<file path="src/rtl/mv_uart_pkg.sv">
// Shared constants and types for the majority-vote transceiver.
// Assumes a fixed 16x oversampling ratio; the sample tick positions below depend on it.
package mv_uart_pkg;
    localparam int OSR  = 16;
    localparam int TW   = $clog2(OSR);
    localparam int DMAX = 9;
    localparam int FMAX = DMAX + 2;
    localparam int IW   = $clog2(FMAX * OSR + 1);

    typedef enum logic [1:0] {RX_IDLE, RX_START, RX_DATA, RX_STOP} rx_st_t;
    typedef enum logic [1:0] {TXK_DATA = 2'b00, TXK_IDLE = 2'b01, TXK_BREAK = 2'b10} tx_kind_t;
endpackage

</file>
<file path="src/rtl/mv_uart_baud.sv">
// Oversampling tick generator: one single-cycle tick every div+1 clocks.
// Assumes div may change at any time; the counter restarts once it reaches div.
module mv_uart_baud #(
    parameter int DIV_W = 16
) (
    input  logic             clk,
    input  logic             rst_n,
    input  logic [DIV_W-1:0] div,
    output logic             tick
);
    logic [DIV_W-1:0] cnt;

    assign tick = (cnt >= div);

    // Count clocks between ticks.
    always_ff @(posedge clk) begin
        if (!rst_n)    cnt <= '0;
        else if (tick) cnt <= '0;
        else           cnt <= cnt + 1'b1;
    end

    // a nonzero divider never gives two ticks in a row
    p_tick_gap_r11: assert property (@(posedge clk) disable iff (!rst_n)
        (tick && div != '0) |=> (!tick || div == '0));
endmodule

</file>
<file path="src/rtl/mv_uart_rx.sv">
// Receiver: 2-stage synchronizer, 7-sample start/stop vote, 3-sample data vote,
// falling-edge realignment during data bits, overrun and standby handling.
// Assumes tick is the 16x oversampling strobe from mv_uart_baud.
module mv_uart_rx
    import mv_uart_pkg::*;
(
    input  logic            clk,
    input  logic            rst_n,
    input  logic            tick,
    input  logic            nine,
    input  logic            rxd,
    input  logic            rd,
    input  logic            sleep_req,
    output logic [DMAX-1:0] data,
    output logic            valid,
    output logic            ferr,
    output logic            ovr,
    output logic            asleep
);
    logic            s1, s2, prev;
    rx_st_t          st;
    logic [TW-1:0]   cnt;
    logic [2:0]      ones, ones_nx;
    logic [3:0]      idx, nbits;
    logic [DMAX-1:0] sh;
    logic            done_p, stop_ok, fall, pt7, pt3;
    logic [IW-1:0]   idle_cnt, thr;

    assign fall  = tick && prev && !s2;
    assign nbits = nine ? 4'd9 : 4'd8;
    assign thr   = nine ? IW'(11 * OSR) : IW'(10 * OSR);
    assign pt3   = (cnt == TW'(7)) || (cnt == TW'(8)) || (cnt == TW'(9));
    assign pt7   = pt3 || (cnt == TW'(3)) || (cnt == TW'(5)) || (cnt == TW'(11)) || (cnt == TW'(13));
    assign ones_nx = ones + {2'b00, s2 && ((st == RX_DATA) ? pt3 : pt7)};

    // Synchronize the line and keep the previous tick's sample for edge detection.
    always_ff @(posedge clk) begin
        if (!rst_n) begin
            s1 <= 1'b1; s2 <= 1'b1; prev <= 1'b1;
        end else begin
            s1 <= rxd;
            s2 <= s1;
            if (tick) prev <= s2;
        end
    end

    // Frame state machine: bit counting, voting and edge realignment.
    always_ff @(posedge clk) begin
        if (!rst_n) begin
            st <= RX_IDLE; cnt <= '0; ones <= '0; idx <= '0;
            sh <= '0; done_p <= 1'b0; stop_ok <= 1'b0;
        end else begin
            done_p <= 1'b0;
            if (tick) begin
                case (st)
                    RX_IDLE: if (fall) begin
                        st <= RX_START; cnt <= TW'(1); ones <= '0;
                    end
                    RX_START: if (cnt == TW'(OSR - 1)) begin
                        st   <= (ones_nx >= 3'd4) ? RX_IDLE : RX_DATA;
                        cnt  <= '0; ones <= '0; idx <= '0;
                    end else begin
                        cnt <= cnt + 1'b1; ones <= ones_nx;
                    end
                    RX_DATA: if (fall && cnt <= TW'(5)) begin
                        cnt <= TW'(1); ones <= '0;
                    end else if ((fall && cnt >= TW'(11)) || cnt == TW'(OSR - 1)) begin
                        sh[idx] <= (ones >= 3'd2);
                        idx     <= idx + 1'b1;
                        cnt     <= fall ? TW'(1) : TW'(0);
                        ones    <= '0;
                        if (idx == nbits - 4'd1) st <= RX_STOP;
                    end else begin
                        cnt <= cnt + 1'b1; ones <= ones_nx;
                    end
                    RX_STOP: if (cnt == TW'(14)) begin
                        st <= RX_IDLE; done_p <= 1'b1; stop_ok <= (ones >= 3'd4); cnt <= '0;
                    end else begin
                        cnt <= cnt + 1'b1; ones <= ones_nx;
                    end
                    default: st <= RX_IDLE;
                endcase
            end
        end
    end

    // Hand a finished character to the host, or flag overrun.
    always_ff @(posedge clk) begin
        if (!rst_n) begin
            data <= '0; valid <= 1'b0; ferr <= 1'b0; ovr <= 1'b0;
        end else begin
            if (rd) begin valid <= 1'b0; ovr <= 1'b0; end
            if (done_p && !asleep) begin
                if (valid && !rd) ovr <= 1'b1;
                else begin
                    data  <= nine ? sh : {1'b0, sh[7:0]};
                    valid <= 1'b1;
                    ferr  <= !stop_ok;
                end
            end
        end
    end

    // Standby: enter on request, leave after a full frame of idle line.
    always_ff @(posedge clk) begin
        if (!rst_n) begin
            asleep <= 1'b0; idle_cnt <= '0;
        end else if (sleep_req) begin
            asleep <= 1'b1; idle_cnt <= '0;
        end else begin
            if (tick) begin
                if (st == RX_IDLE && s2) begin
                    if (idle_cnt < thr) idle_cnt <= idle_cnt + 1'b1;
                end else idle_cnt <= '0;
            end
            if (asleep && idle_cnt >= thr) asleep <= 1'b0;
        end
    end

    // no character reaches the host while in standby
    p_sleep_holds_data_r7: assert property (@(posedge clk) disable iff (!rst_n)
        asleep |=> $stable(data));
    // an overrun is only ever reported alongside an unread character
    p_ovr_needs_valid_r6: assert property (@(posedge clk) disable iff (!rst_n)
        ovr |-> valid);
    // the data output only moves when a character is accepted
    p_data_on_accept_r1: assert property (@(posedge clk) disable iff (!rst_n)
        !$stable(data) |-> valid);
endmodule

</file>
<file path="src/rtl/mv_uart_tx.sv">
// Transmitter: holding register plus frame shifter; sends data, idle or break frames.
// Assumes tick is the 16x strobe; a queued frame follows the previous stop bit directly.
module mv_uart_tx
    import mv_uart_pkg::*;
(
    input  logic            clk,
    input  logic            rst_n,
    input  logic            tick,
    input  logic            nine,
    input  logic            wr,
    input  logic [1:0]      kind,
    input  logic [DMAX-1:0] din,
    output logic            txd,
    output logic            empty,
    output logic            done
);
    logic [FMAX-1:0] sh, frm;
    logic [3:0]      left, nb;
    logic [TW-1:0]   cnt;
    logic            busy, empty_q;
    logic [DMAX-1:0] hold_d;
    logic [1:0]      hold_k;

    assign nb    = nine ? 4'd11 : 4'd10;
    assign txd   = busy ? sh[0] : 1'b1;
    assign empty = empty_q;
    assign done  = !busy && empty_q;

    // Build the frame image for the held character.
    always_comb begin
        case (hold_k)
            TXK_IDLE:  frm = '1;
            TXK_BREAK: frm = '0;
            default:   frm = nine ? {1'b1, hold_d, 1'b0} : {2'b11, hold_d[7:0], 1'b0};
        endcase
    end

    // Accept writes, load the shifter at frame boundaries and shift bits out.
    always_ff @(posedge clk) begin
        if (!rst_n) begin
            sh <= '1; left <= '0; cnt <= '0; busy <= 1'b0;
            hold_d <= '0; hold_k <= '0; empty_q <= 1'b1;
        end else begin
            if (wr && empty_q) begin
                hold_d <= din; hold_k <= kind; empty_q <= 1'b0;
            end
            if (tick) begin
                if (!busy || (cnt == TW'(OSR - 1) && left == 4'd1)) begin
                    if (!empty_q) begin
                        sh <= frm; left <= nb; busy <= 1'b1; cnt <= '0; empty_q <= 1'b1;
                    end else if (busy) begin
                        busy <= 1'b0; left <= '0; cnt <= '0;
                    end
                end else if (cnt == TW'(OSR - 1)) begin
                    cnt <= '0; sh <= {1'b1, sh[FMAX-1:1]}; left <= left - 1'b1;
                end else begin
                    cnt <= cnt + 1'b1;
                end
            end
        end
    end

    // an idle transmitter holds the line high
    p_done_line_high_r10: assert property (@(posedge clk) disable iff (!rst_n)
        done |-> txd);
    // a held character moves to the shifter on the next tick when idle
    p_load_frees_r9: assert property (@(posedge clk) disable iff (!rst_n)
        (tick && !busy && !empty_q) |=> (empty_q && busy));
    // while shifting, bits of the frame remain
    p_busy_has_bits_r8: assert property (@(posedge clk) disable iff (!rst_n)
        busy |-> (left != 4'd0));
endmodule

</file>
<file path="src/rtl/mv_uart.sv">
// Top: tick generator, receiver and transmitter sharing one oversampling strobe.
// Assumes the host reads and writes with single-cycle strobes.
module mv_uart
    import mv_uart_pkg::*;
#(
    parameter int DIV_W = 16
) (
    input  logic             clk,
    input  logic             rst_n,
    input  logic [DIV_W-1:0] baud_div,
    input  logic             nine_bit,
    input  logic             tx_wr,
    input  logic [1:0]       tx_kind,
    input  logic [8:0]       tx_data,
    input  logic             rx_rd,
    input  logic             rx_sleep,
    input  logic             rxd,
    output logic             txd,
    output logic             tx_empty,
    output logic             tx_done,
    output logic [8:0]       rx_data,
    output logic             rx_valid,
    output logic             rx_frame_err,
    output logic             rx_overrun,
    output logic             rx_asleep
);
    logic tick;

    mv_uart_baud #(.DIV_W(DIV_W)) u_baud (
        .clk(clk), .rst_n(rst_n), .div(baud_div), .tick(tick)
    );

    mv_uart_rx u_rx (
        .clk(clk), .rst_n(rst_n), .tick(tick), .nine(nine_bit), .rxd(rxd),
        .rd(rx_rd), .sleep_req(rx_sleep), .data(rx_data), .valid(rx_valid),
        .ferr(rx_frame_err), .ovr(rx_overrun), .asleep(rx_asleep)
    );

    mv_uart_tx u_tx (
        .clk(clk), .rst_n(rst_n), .tick(tick), .nine(nine_bit), .wr(tx_wr),
        .kind(tx_kind), .din(tx_data), .txd(txd), .empty(tx_empty), .done(tx_done)
    );
endmodule

</file>
<file path="config.mk">
export PLATFORM = sky130hd
export DESIGN_NAME = mv_uart
export DESIGN_NICKNAME = d
export VERILOG_FILES = /design/src/rtl/mv_uart_pkg.sv /design/src/rtl/mv_uart_baud.sv /design/src/rtl/mv_uart_rx.sv /design/src/rtl/mv_uart_tx.sv /design/src/rtl/mv_uart.sv
export SDC_FILE = /design/constraint.sdc
export NUM_CORES = 1
export LEC_CHECK = 0
export BUFFER_PORTS_ARGS = -buffer_cell sky130_fd_sc_hd__buf_2
export CAP_MARGIN = 0
export CORE_MARGIN = 2
export CORE_UTILIZATION = 58
export CTS_CLUSTER_DIAMETER = 100
export CTS_CLUSTER_SIZE = 25
export DETAILED_ROUTE_END_ITERATION = 7
export GPL_ROUTABILITY_DRIVEN = 0
export GPL_TIMING_DRIVEN = 0
export PLACE_DENSITY = 0.77
export SKIP_CTS_REPAIR_TIMING = 1
export SLEW_MARGIN = 20
export SYNTH_ARGS = -nofsm -noshare
export SYNTH_HDL_FRONTEND = slang
export SYNTH_SLANG_ARGS = --single-unit
</file>
<file path="constraint.sdc">
create_clock -name clk -period 3.2 [get_ports clk]
set_input_delay 0.64 -clock clk [delete_from_list [all_inputs] [get_ports clk]]
set_output_delay 0.64 -clock clk [all_outputs]
set_load 0.02 [all_outputs]
</file>
[After elaboration in Yosys (flattened, before gate mapping)]
Cells that the tools add are included.
Word-level totals
  bits in registers: 96
  input port bits: 34
Operators by class
  reductions and logical operators: 45
  order comparisons: 10
  mux-type cells: 62
  $add $sub $neg: 8
  bitwise gates (word level): 3
  eq/ne operators: 27
Operators by type and width (count)
  $mux 4: 15
  $mux 11: 3
  $eq 4x4->1 const B: 7
  $pmux 11 s2: 1
  $mux 1: 20
  $add 16x1->16 const B: 1
  $ge 16x16->1: 1
  $mux 8: 2
  $pmux 4 s4: 1
  $mux 3: 5
  $reduce_and 3->1: 5
  $mux 2: 7
  $logic_and 1x1->1: 13
  $add 4x1->4 const B: 3
  $ne 2x2->1 const B: 6
  $pmux 3 s4: 1
  $mux 10: 1
  $reduce_and 2->1: 5
  $bwmux 9: 1
  $mux 9: 1
  $add 8x1->8 const B: 1
  $eq 4x3->1 const B: 2
  $ge 8x8->1: 1
  $logic_or 1x1->1: 8
  28 further kinds: 44

[Logic depth before layout (Yosys ltp)]
Gate-level depths: netlist of run 1.
  word-level depth: 14
  mapped depth: 11
  mapped depth without buffers: 11

[Modules after synthesis]
A second synthesis of run 1 with hierarchy kept.
Second synthesis, totals
  cell total of the unflattened synthesis: 614
  area total of the unflattened synthesis: 5295.1 sq um
Modules (own cells, without submodules)
  mv_uart_rx: times used 1, cells an instance 291, seq. area each 960.9 sq um, area an instance 2548.7 sq um
  mv_uart_tx: times used 1, cells an instance 196, seq. area each 640.6 sq um, area an instance 1680.4 sq um
  mv_uart_baud: times used 1, cells an instance 127, seq. area each 320.3 sq um, area an instance 1066.0 sq um

[Least setup slack after synthesis of run 1]
OpenSTA, ideal clock, no wires.
  path kind: input port to flip-flop
  start: input port baud_div[14]
  end: register u_rx.sh[5]
  slack: 0.490 ns
  data required time: 3.048 ns
  stages on the path: 9
  data arrival time: 2.558 ns
  setup time: 0.152 ns
  cell sequence: inv_1 -> ha_1 -> nand4_2 -> or4_4 -> o32a_2 -> a21oi_4 -> buf_6 -> nand3_1 -> mux2i_1
On the way
  cells in the longest elaborated chain, start to end: 6
  elaborated cells between the ends (all ways): 8
  classes of those cells: order compare (1); bitwise (1); reduce/logical (6)
Ends and longest elaborated chain
  start, declared: RTL line mv_uart.sv:10  | input logic [DIV_W-1:0] baud_div,
  $ge 16x16->1 *: RTL line mv_uart_baud.sv:13  | assign tick = (cnt >= div);
  $logic_and 1x1->1 (2 in a row): RTL line mv_uart_rx.sv:29  | assign fall = tick && prev && !s2;
  $logic_and 1x1->1, on equally long branches: RTL line mv_uart_rx.sv:67, mv_uart_rx.sv:65
  $logic_or 1x1->1 or $not 1->1 (tied branches)
  $reduce_and 4->1 (no source line) *
  end signal, assigned by index: RTL line mv_uart_rx.sv:68  | sh[idx] <= (ones >= 3'd2);
  end, declared: RTL line mv_uart_rx.sv:25  | logic [DMAX-1:0] sh;
Every way passes the cells marked *; elsewhere a longest branch is shown, timed or not.
A chain may end at the register's enable or synchronous reset.

[Worst setup path in the final report of run 1]
  start: input port baud_div[15]
  end: register u_rx.cnt[2]
On the way
  cells in the longest elaborated chain, start to end: 8
  elaborated cells between the ends (all ways): 11
  classes of those cells: order compare (1); eq/ne (1); mux (3); reduce/logical (6)
Ends and longest elaborated chain
  $ge 16x16->1 *: RTL line mv_uart_baud.sv:13
  $logic_and 1x1->1 (2 in a row): RTL line mv_uart_rx.sv:29
  $logic_and 1x1->1: RTL line mv_uart_rx.sv:67  | end else if ((fall && cnt >= TW'(11)) || cnt == TW'(OSR - 1)) begin
  $logic_or 1x1->1: RTL line mv_uart_rx.sv:67
  $mux 4: RTL line mv_uart_rx.sv:67
  $mux 4: RTL line mv_uart_rx.sv:65  | RX_DATA: if (fall && cnt <= TW'(5)) begin
  $pmux 4 s4: RTL line mv_uart_rx.sv:55  | case (st)
  end signal, assigned: RTL line mv_uart_rx.sv:63  | cnt <= cnt + 1'b1; ones <= ones_nx;
  end signal, assigned: RTL line mv_uart_rx.sv:70  | cnt <= fall ? TW'(1) : TW'(0);
  end signal, assigned: RTL line mv_uart_rx.sv:74  | cnt <= cnt + 1'b1; ones <= ones_nx;
  end, declared: RTL line mv_uart_rx.sv:22  | logic [TW-1:0] cnt;
Marked as above.

==> results by group, run 1 <==
Critical path
  • Crit Path Max Fanout: 10
  • Max incr delay on CP: 0.58 ns
  • Crit path required time: 3.44 ns
  • CP delay by family, top: simple AND/OR/NAND/NOR gates
  • Crit path buffers/inverters: 3
  • Crit path kind: in -> reg
  • Crit path DAT: 3.10 ns
  • Worst path slowest cell: or4_4
  • Crit. End Element: flip-flop
  • Most frequent cell on the critical path: buf_2
  • CP cell instances: buf_2 > inv_1 > ha_1 > nand4_2 > or4_4 > o32ai_2 > nor2_1 > buf_2 > a21oi_1 > o221ai_1
  • Startpoint Class: primary input

Global route
  • Vias in the first global route: 4,389
  • Initial antenna violation count: 0
  • Gr usage total: 25.0%
  • Gr ovfl total: 0
  • Largest net degree at the start of global routing: 18
  • First-pass GRT wire length: 19.7 mm

Final layout
  • Share of layout cells above drive strength 1: 12.1%
  • Fin cells: 783
  • Finished Core Util: 65.6%
  • ANT cells: 0
  • Cell area after layout: 0.00564 sq mm
  • NumNets Final: 739
  • Area grow syn2layout: 11.1%
  • Fill count: 764

STA
  • Unrepaired setup endpoints after global routing: false
  • Final Slew Violations: 0
  • Final setup margin: 0.340 ns
  • Final setup vio count: 0
  • Final period utilization: 89.4%
  • Min Tclk post-route: 2.86 ns
  • Normalized max-slew margin: 38.3%
  • Fin. Hold Viols: 0
  • Final setup skew: 0.00871 ns
  • Max Clock Freq: 350 MHz
  • Worst slew pin tran: 0.916 ns

Floorplanning
  • Die Area: 0.00952 sq mm
  • Starting density of the core: 59.1%
  • Rows: 34
  • Die X-Extent: 97.6 microns
  • I/O pin total: 50
  • Chip height: 97.6 microns
  • Core area: 0.00859 sq mm

Pwr
  • Logic pwr share: 7.1%
  • Tot Pwr: 2.12 mW
  • Switching power total: 0.562 mW
  • P per Cell Area: 376 mW/mm^2
  • Register share of total power: 57.6%
  • Leak: 2.34 nW
  • Sw Share: 26.5%
  • Peak VDD IR: 243 uV
  • P_int: 1.56 mW
  • Clk pwr share: 35.3%

Drt
  • Detailed Route WL: 11.5 mm
  • WL per Instance: 14.6 microns
  • Via/cell ratio: 5.71
  • Vias after detailed routing: 4,470
  • Post-route ant nets: 0
  • Drt first-iter violations: 266
  • Pre-antenna DRT Iters: 5
  • DRC: 0

Clock network
  • Clock root buffer: clkbuf_8
  • H-tree Lvls: 3
  • Clk slew on worst S/H paths: 0.10 ns
  • CTS Buf Count: 9
  • CTS tree: yes
  • Max Root-Sink Buffers: 2
  • Sink Count: 96
  • Worst skew pair latency: 0.38 ns

Status
  • Outcome: completed

Yosys
  • Unique masters post-synth: 65
  • Post-synth EDFFs: 0
  • Async SR Flop Fraction: 0%
  • #FFs+latches synth: 96
  • Post-Syn Instances: 610
  • Syn nets: 679
  • Synthesized area: 0.00508 sq mm
  • Yosys warns: 0
  • Register area share after synthesis: 37.9%
  • Synth Flop Type: dfxtp_1
  • Avg Cell Area, Syn: 8.32 sq um

Placed design
  • Port Buf Inserts: 49
  • Area post-placement: 0.00546 sq mm
  • Placed cells: 767
  • Worst slack, placed: -0.0534 ns
  • HPWL after detailed placement: 8.51 mm

Job
  • MaxCap Viol Count: 0

Hold path
  • Worst hold path type: reg -> reg
-- cell usage in the layout (no fill, tap or decap), types with 3 or more instances in the layout --
master / Yosys / final
nand2_1: 73 / 73
buf_2: 4 / 53
inv_1: 36 / 36
a32o_1: 6 / 6
o41ai_1: 3 / 3
and3_1: 6 / 6
and2_1: 6 / 6
xor2_1: 9 / 9
o21ai_0: 18 / 18
o21a_1: 7 / 7
clkbuf_8: 0 / 9
nand4_1: 5 / 5
nor2b_1: 10 / 10
ha_1: 35 / 35
o31ai_1: 4 / 4
clkbuf_1: 20 / 21
a22o_1: 3 / 3
or3_1: 3 / 3
buf_1: 4 / 4
xnor2_1: 5 / 5
nand2b_1: 12 / 12
nor2_1: 61 / 61
mux2i_1: 23 / 23
a21oi_1: 46 / 46
a31oi_1: 7 / 7
a211oi_1: 9 / 9
nor3b_1: 4 / 4
nor3_1: 7 / 7
o211ai_1: 12 / 12
nand4b_1: 5 / 5
nand3_1: 33 / 33
dfxtp_1: 96 / 96
-- per-layer routing --
layer	global-route usage [%]	routed length [microns]	vias up
li1	-	-	2265
met1	32.2	5310	2081
met2	41.9	5420	109
met3	5.04	580	15
met4	8.55	155	0
met5	0	0	-
-- power by group through the flow --
stage / clock network [mW] / logic [mW] / registers (mW)
2_1_floorplan: 0 / 0.0931 / 1.25
3_3_place_gp: 0 / 0.143 / 1.25
3_5_place_dp: 0 / 0.150 / 1.25
4_1_cts: 0.766 / 0.151 / 1.22
5_1_grt: 0.822 / 0.172 / 1.22
6_report: 0.748 / 0.151 / 1.22
-- synth_stat cells, types with 7 or more instances --
master / number / area (sq um)
nand2b_1: 12 / 75.1
dfxtp_1: 96 / 1920
nor3_1: 7 / 35.0
o21a_1: 7 / 52.6
inv_1: 36 / 135
a211oi_1: 9 / 67.6
nand2_1: 73 / 274
xor2_1: 9 / 78.8
ha_1: 35 / 438
nor2_1: 61 / 229
mux2i_1: 23 / 230
nor2b_1: 10 / 62.6
clkbuf_1: 20 / 75.1
o21ai_0: 18 / 90.1
nand3_1: 33 / 165
a31oi_1: 7 / 43.8
a21oi_1: 46 / 230
o211ai_1: 12 / 90.1
-- stage by stage --
stage	hold WS (ns)	setup TNS, ns
floorplan	0.386	0
global placement	0.392	0
detailed placement	0.401	-0.171
CTS	0.421	0
global route	0.428	0
finish	0.415	0
-- state kept, by name, summed over array words and instances, names as in the netlist, 2 cells and up, named ones only --
| signal | cells |
|---|---|
| u_tx.sh | 11 |
| u_rx.ones | 3 |
| u_rx.cnt | 4 |
| u_tx.hold_k | 2 |
| u_tx.cnt | 4 |
| u_rx.idle_cnt | 8 |
| u_tx.left | 4 |
| u_rx.data | 9 |
| u_tx.hold_d | 9 |
| u_baud.cnt | 16 |
| u_rx.sh | 9 |
| u_rx.idx | 4 |
-- path summary, 6_finish.rpt --
check	startpoint	endpoint	slack, ns	depth (start not counted)
min	u_rx.s1	u_rx.s2	0.41	1
min reg2reg	u_rx.s1	u_rx.s2	0.41	1
max reg2reg	u_baud.cnt[14]	u_rx.cnt[2]	0.35	8
max	baud_div[15]	u_rx.cnt[2]	0.34	10
-- layout make-up --
type	count	area, sq um	area share, %
multi-input cells	448	2890	51.2
flip-flops and latches	96	1920	34.1
repair buffers	49	245	4.35
inverters	36	135	2.40
well taps	108	135	2.40
plain buffers	30	133	2.35
clock buffers	10	128	2.26
clock inverters	6	52.6	0.932
-- cell families after synthesis --
logic type	synth area share (%)
flops	37.9
buf+inv	5.27
simple gates	22.6
compound gates	18.3
fa+ha+maj	8.82
xor+xnor	2.42
mux	4.76
Power figures use the tool's default switching activity.
==> run 2, diff against run 1 <==
--- a/config.mk
+++ b/config.mk
@@ -5,6 +5,7 @@
 export SDC_FILE = /design/constraint.sdc
 export NUM_CORES = 1
 export LEC_CHECK = 0
+export ABC_CLOCK_PERIOD_IN_PS = 3200
 export BUFFER_PORTS_ARGS = -buffer_cell sky130_fd_sc_hd__buf_2
 export CAP_MARGIN = 0
 export CORE_MARGIN = 2
@@ -14,9 +15,9 @@
 export DETAILED_ROUTE_END_ITERATION = 7
 export GPL_ROUTABILITY_DRIVEN = 0
 export GPL_TIMING_DRIVEN = 0
-export PLACE_DENSITY = 0.77
+export PLACE_DENSITY = 0.78
 export SKIP_CTS_REPAIR_TIMING = 1
-export SLEW_MARGIN = 20
+export SLEW_MARGIN = 15
 export SYNTH_ARGS = -nofsm -noshare
 export SYNTH_HDL_FRONTEND = slang
 export SYNTH_SLANG_ARGS = --single-unit
==> run 2 against run 1 <==
  * Final cell count unchanged
  * Wire length fell by 0.60%
  * Die area unchanged
  * Global-route usage is 0.28 points higher
  * Clock power is 25% higher
  * Critical path type unchanged
  * Largest cell class unchanged
  * Largest power group unchanged
  * Highest routed layer unchanged
==> results by group, run 2 (synthesis results as in run 1) <==
Status
  • Outcome: completed (unchanged)

Drt
  • Met3 WL: 624 microns (was 580 microns)
  • Detailed Route WL: 11.4 mm (was 11.5 mm)
  • Top Metal Used: met4 (unchanged)
  • Post-route ant nets: 0 (unchanged)
  • M1 WL: 5.09 mm (was 5.31 mm)
  • DRC: 0 (unchanged)
  • Vias after detailed routing: 4,551 (was 4,470)
  • WL per Instance: 14.6 microns (about the same)
  • Drt first-iter violations: 261 (was 266)
  • Met2 routed WL: 5.50 mm (was 5.42 mm)
  • Pre-antenna DRT Iters: 5 (unchanged)
  • Via/cell ratio: 5.81 (was 5.71)

Floorplanning
  • I/O pin total: 50 (unchanged)
  • Rows: 34 (unchanged)
  • Die Area: 0.00952 sq mm (unchanged)
  • Starting density of the core: 59.1% (unchanged)
  • Core area: 0.00859 sq mm (unchanged)
  • Chip height: 97.6 microns (unchanged)
  • Die X-Extent: 97.6 microns (unchanged)

Critical path
  • Crit. End Element: flip-flop (unchanged)
  • R2R Path End: u_rx.cnt[2] (unchanged)
  • Crit Path Max Fanout: 10 (unchanged)
  • Crit path buffers/inverters: 3 (unchanged)
  • Crit path kind: in -> reg (unchanged)
  • Flop2flop setup slack: 0.34 ns (was 0.35 ns)
  • CP delay by family, top: simple AND/OR/NAND/NOR gates (unchanged)
  • Worst path slowest cell: or4_4 (unchanged)
  • Startpoint Class: primary input (unchanged)
  • Most frequent cell on the critical path: buf_2 (unchanged)
  • Crit path required time: 3.44 ns (about the same)
  • Crit path DAT: 3.12 ns (was 3.10 ns)
  • Max incr delay on CP: 0.58 ns (about the same)
  • CP cell instances: buf_2 > inv_1 > ha_1 > nand4_2 > or4_4 > o32ai_2 > nor2_1 > buf_2 > a21oi_1 > o221ai_1 (unchanged)
  • Reg2reg path depth: 8 (unchanged)
  • FF-to-FF Start: u_baud.cnt[14] (unchanged)

Final layout
  • Cell area after layout: 0.00570 sq mm (was 0.00564 sq mm)
  • Finished Core Util: 66.3% (was 65.6%)
  • Share of layout cells above drive strength 1: 12.3% (was 12.1%)
  • Max reg flops: 16 (unchanged)
  • Area grow syn2layout: 12.2% (was 11.1%)
  • Fin cells: 783 (unchanged)
  • Biggest registers after layout: u_baud.cnt x16, u_tx.sh x11 (unchanged)
  • Commonest non-fill, non-tap cells in the layout: dfxtp_1 (96), nand2_1 (73), nor2_1 (61) (unchanged)
  • NumNets Final: 739 (unchanged)
  • ANT cells: 0 (unchanged)
  • Commonest non-fill, non-tap cell in the layout: dfxtp_1 (unchanged)
  • Top reg by flops: u_baud.cnt (unchanged)

Job
  • MaxCap Viol Count: 0 (unchanged)

STA
  • Final setup skew: 0.0116 ns (was 0.00871 ns)
  • Unrepaired setup endpoints after global routing: false (unchanged)
  • Worst slew pin tran: 0.895 ns (was 0.916 ns)
  • Hold slack: 0.425 ns (was 0.415 ns)
  • Normalized max-slew margin: 39.7% (was 38.3%)
  • Final setup vio count: 0 (unchanged)
  • Final period utilization: 90.0% (was 89.4%)
  • Max Clock Freq: 347 MHz (was 350 MHz)
  • Fin. Hold Viols: 0 (unchanged)
  • Min Tclk post-route: 2.88 ns (was 2.86 ns)
  • Final Slew Violations: 0 (unchanged)

Placed design
  • Placed cells: 767 (unchanged)
  • HPWL after detailed placement: 8.37 mm (was 8.51 mm)
  • Area post-placement: 0.00546 sq mm (unchanged)
  • Port Buf Inserts: 49 (unchanged)

Hold path
  • Hold_sp: u_rx.s1 (unchanged)
  • Worst hold path type: reg -> reg (unchanged)
  • Worst hold endpoint: u_rx.s2 (unchanged)
  • Hold Crit Depth: 1 (unchanged)

Pwr
  • P per Cell Area: 404 mW/mm^2 (was 376 mW/mm^2)
  • Leak: 2.37 nW (was 2.34 nW)
  • Logic pwr share: 6.5% (was 7.1%)
  • Peak VDD IR: 297 uV (was 243 uV)
  • Tot Pwr: 2.30 mW (was 2.12 mW)
  • Sw Share: 23.9% (was 26.5%)
  • P_int: 1.75 mW (was 1.56 mW)
  • Register share of total power: 53.0% (was 57.6%)
  • Clk pwr share: 40.5% (was 35.3%)
  • Switching power total: 0.550 mW (was 0.562 mW)

Clock network
  • H-tree Lvls: 3 (unchanged)
  • Max Root-Sink Buffers: 2 (unchanged)
  • Clk slew on worst S/H paths: 0.09 ns (was 0.10 ns)
  • CTS Buf Count: 9 (unchanged)
  • Sink Count: 96 (unchanged)
  • Clock root buffer: clkbuf_8 (unchanged)
  • Worst skew pair latency: 0.37 ns (was 0.38 ns)
  • CTS tree: yes (unchanged)

Global route
  • Gr usage total: 25.3% (was 25.0%)
  • Initial antenna violation count: 0 (unchanged)
  • Gr ovfl total: 0 (unchanged)
  • First-pass GRT wire length: 20.0 mm (was 19.7 mm)
  • Largest net degree at the start of global routing: 17 (was 18)
  • Vias in the first global route: 4,379 (was 4,389)
## run 2: worst max-delay path by stage
stage	startpoint	endpoint	slack, ns	depth (start not counted)
after floorplan	baud_div[14]	u_rx.sh[5]	0.49	9
after global placement	baud_div[0]	u_tx.left[2]	0.01	9
after detailed placement	baud_div[0]	u_tx.left[2]	-0.06	9
after CTS	u_baud.cnt[0]	u_tx.left[2]	0.22	9
after global routing	u_baud.cnt[0]	u_tx.left[2]	0.09	9
final	baud_div[15]	u_rx.cnt[2]	0.32	10
## run 2: routing by layer
layer	vias to the layer above	GRT usage, %
met4	0	7.91
li1	2273	-
met1	2115	32.3
met2	146	43.3
met3	17	4.68
met5	-	0
## run 2: power groups by stage
stage	Clock, mW	Sequential, mW	Combinational [mW]
after floorplan	0	1.25	0.0931
after global placement	0	1.25	0.142
after detailed placement	0	1.25	0.148
after CTS	0.943	1.22	0.150
after global routing	0.989	1.22	0.172
final	0.932	1.22	0.150
## run 2: layout make-up
class | instances | area [sq um]
fill | 762 | 2900
multi-input combinational | 448 | 2890
sequential | 96 | 1920
timing repair buffer | 49 | 245
clock buffer | 11 | 151
inverter | 36 | 135
tap | 108 | 135
buffer | 30 | 133
clock inverter | 5 | 85.1
## run 2: worst reg2reg max path, delay by kind of cell, from the launching register on
kind | cells | cell delay (ns)
AO/OA/AOI/OAI | 3 | 0.90
adder cells (fa/ha/maj) | 1 | 0.32
buffers and inverters | 1 | 0.24
flip-flops | 1 | 0.35
AND/OR/NAND/NOR | 3 | 0.92
## run 2: per-stage QoR
| stage | setup WS [ns] | setup TNS [ns] |
|---|---|---|
| floorplan | 0.490 | 0 |
| global placement | 0.0119 | 0 |
| detailed placement | -0.0557 | -0.177 |
| CTS | 0.217 | 0 |
| global route | 0.0910 | 0 |
| finish | 0.319 | 0 |
==> run 3, diff against run 2 <==
--- a/config.mk
+++ b/config.mk
@@ -15,7 +15,7 @@
 export DETAILED_ROUTE_END_ITERATION = 7
 export GPL_ROUTABILITY_DRIVEN = 0
 export GPL_TIMING_DRIVEN = 0
-export PLACE_DENSITY = 0.78
+export PLACE_DENSITY = 0.86
 export SKIP_CTS_REPAIR_TIMING = 1
 export SLEW_MARGIN = 15
 export SYNTH_ARGS = -nofsm -noshare
==> run 3 against run 2 <==
  * Sequential share of layout area rose by 0.25 points
  * Clock power fell by 16%
  * Largest cell class unchanged
  * Wire length rose by 1.9%
  * Power fell by 6.5%
  * Core utilization fell by 0.50 points
  * Cell area fell by 0.75%
  * Largest power group unchanged
  * Die area did not move
  * Final cell count did not move
  * Setup slack got worse by 0.023 ns
  * Clock skew rose by 0.0013 ns
==> results by group, run 3 (synthesis results as in run 1) <==
Critical path
  • Startpoint Class: flip-flop (was primary input)
  • Max incr delay on CP: 0.72 ns (was 0.58 ns)
  • Crit path DAT: 3.19 ns (was 3.12 ns)
  • Worst path slowest cell: a2111oi_0 (was or4_4)
  • CP cell instances: inv_1 > ha_1 > nand2b_1 > a2111oi_0 > o32ai_2 > nor2_1 > clkbuf_1 > o21ai_0 > a31oi_1 (was buf_2 > inv_1 > ha_1 > nand4_2 > or4_4 > o32ai_2 > nor2_1 > buf_2 > a21oi_1 > o221ai_1)
  • Crit Path Max Fanout: 10 (unchanged)
  • Crit path kind: reg -> reg (was in -> reg)
  • Crit. End Element: flip-flop (unchanged)
  • Crit path required time: 3.48 ns (was 3.44 ns)

Pwr
  • Leak: 2.36 nW (was 2.37 nW)
  • Peak VDD IR: 259 uV (was 297 uV)
  • Tot Pwr: 2.15 mW (was 2.30 mW)
  • P per Cell Area: 381 mW/mm^2 (was 404 mW/mm^2)

STA
  • Normalized max-slew margin: 37.1% (was 39.7%)
  • Worst slew pin tran: 0.933 ns (was 0.895 ns)
  • Final Slew Violations: 0 (unchanged)
  • Final setup margin: 0.296 ns (was 0.319 ns)
  • Final period utilization: 90.7% (was 90.0%)
  • Fin. Hold Viols: 0 (unchanged)
  • Max Clock Freq: 344 MHz (was 347 MHz)
  • Unrepaired setup endpoints after global routing: false (unchanged)
  • Final setup vio count: 0 (unchanged)
  • Final setup skew: 0.0130 ns (was 0.0116 ns)
  • Min Tclk post-route: 2.90 ns (was 2.88 ns)
  • Hold slack: 0.420 ns (was 0.425 ns)
  • Sum Neg Setup Slack: 0 ns (unchanged)

Clock network
  • H-tree Lvls: 3 (unchanged)
  • CTS tree: yes (unchanged)
  • Clk slew on worst S/H paths: 0.09 ns (about the same)
  • Clock root buffer: clkbuf_8 (unchanged)
  • Sink Count: 96 (unchanged)
  • CTS Buf Count: 9 (unchanged)
  • Worst skew pair latency: 0.37 ns (about the same)
  • Max Root-Sink Buffers: 2 (unchanged)

Drt
  • Drt first-iter violations: 387 (was 261)
  • DRC: 0 (unchanged)
  • WL per Instance: 14.8 microns (was 14.6 microns)
  • Via/cell ratio: 6.01 (was 5.81)
  • Post-route ant nets: 0 (unchanged)
  • Pre-antenna DRT Iters: 5 (unchanged)
  • Vias after detailed routing: 4,703 (was 4,551)
  • Detailed Route WL: 11.6 mm (was 11.4 mm)

Floorplanning
  • Chip height: 97.6 microns (unchanged)
  • Die X-Extent: 97.6 microns (unchanged)
  • Core area: 0.00859 sq mm (unchanged)
  • I/O pin total: 50 (unchanged)
  • Die Area: 0.00952 sq mm (unchanged)
  • Rows: 34 (unchanged)
  • Starting density of the core: 59.1% (unchanged)

Global route
  • Met2 usage: 40.6% (was 43.3%)
  • Met1 Use GR: 30.4% (was 32.3%)
  • Largest net degree at the start of global routing: 19 (was 17)
  • Initial antenna violation count: 0 (unchanged)
  • Grt peak-use layer: met2 (unchanged)
  • Gr usage total: 24.7% (was 25.3%)
  • Gr ovfl total: 0 (unchanged)
  • First-pass GRT wire length: 19.7 mm (was 20.0 mm)
  • Met3 usage: 4.32% (was 4.68%)
  • Vias in the first global route: 4,460 (was 4,379)

Final layout
  • Top reg by flops: u_baud.cnt (unchanged)
  • Fill count: 721 (was 762)
  • Area taken by multi-input logic gates: 0.00289 sq mm (about the same)
  • Commonest non-fill, non-tap cell in the layout: dfxtp_1 (unchanged)
  • Commonest non-fill, non-tap cells in the layout: dfxtp_1 (96), nand2_1 (73), nor2_1 (61) (unchanged)
  • ANT cells: 0 (unchanged)
  • NumNets Final: 739 (unchanged)
  • Area grow syn2layout: 11.3% (was 12.2%)
  • Cell area after layout: 0.00565 sq mm (was 0.00570 sq mm)
  • Max reg flops: 16 (unchanged)
  • Reg area: 0.00192 sq mm (unchanged)
  • Share of layout cells above drive strength 1: 12.3% (unchanged)
  • Biggest registers after layout: u_baud.cnt x16, u_tx.sh x11 (unchanged)

Placed design
  • Worst slack, placed: 0.0532 ns (was -0.0557 ns)
  • HPWL after detailed placement: 8.58 mm (was 8.37 mm)
  • Area post-placement: 0.00546 sq mm (unchanged)
  • Port Buf Inserts: 49 (unchanged)

Status
  • Outcome: completed (unchanged)

Job
  • MaxCap Viol Count: 0 (unchanged)

Hold path
  • Worst hold path type: reg -> reg (unchanged)
## run 3: cell types whose count changed in the layout (fill, tap and decap cells not counted)
cell	before	now
a2111oi_0	0	1
a2111oi_1	1	0
bufinv_16	2	0
clkbuf_8	11	10
clkinv_4	0	2
clkinvlp_4	1	0
inv_8	0	2
## run 3: layer usage
layer	part of all wire (%)	routed length, microns
met1	42	4860
met2	48	5550
met3	6.5	757
met4	3.8	446
met5	0	0
## run 3: per-stage QoR
step           utilization [%]  instances
6_report                  65.8        783
5_1_grt                   65.8        783
4_1_cts                   65.8        783
3_5_place_dp              63.5        767
3_3_place_gp              63.5        767
2_1_floorplan                -        610
## run 3: final cells by class
| cell class | instances | area share (%) |
|---|---|---|
| timing repair buffer | 49 | 4.34 |
| sequential | 96 | 34.0 |
| tap | 108 | 2.39 |
| buffer | 30 | 2.35 |
| clock inverter | 6 | 1.02 |
| clock buffer | 10 | 2.43 |
| multi-input combinational | 448 | 51.1 |
| inverter | 36 | 2.39 |
## run 3: path summary, 6_finish.rpt
| kind | cells after the start | start | end | slack (ns) |
|---|---|---|---|---|
| worst max register to register | 9 | u_baud.cnt[0] | u_tx.cnt[2] | 0.30 |
| worst max-delay path | 9 | u_baud.cnt[0] | u_tx.cnt[2] | 0.30 |
| worst min-delay path | 1 | u_rx.s1 | u_rx.s2 | 0.42 |
| worst min register to register | 1 | u_rx.s1 | u_rx.s2 | 0.42 |
## run 3: critical path: cells and delay by family (launching register included)
kind / cells / cell delay (ns)
AOI/OAI and AO/OA: 4 / 1.30
buffers and inverters: 2 / 0.49
DFF: 1 / 0.40
and+or+nand+nor: 2 / 0.37
adders and majority gates: 1 / 0.26
## run 3: report_power, final
| part | internal, mW | switching, mW | leakage [nW] |
|---|---|---|---|
| clock network | 0.323 | 0.459 | 0.101 |
| logic | 0.0561 | 0.0944 | 1.48 |
| registers | 1.21 | 0.0132 | 0.777 |
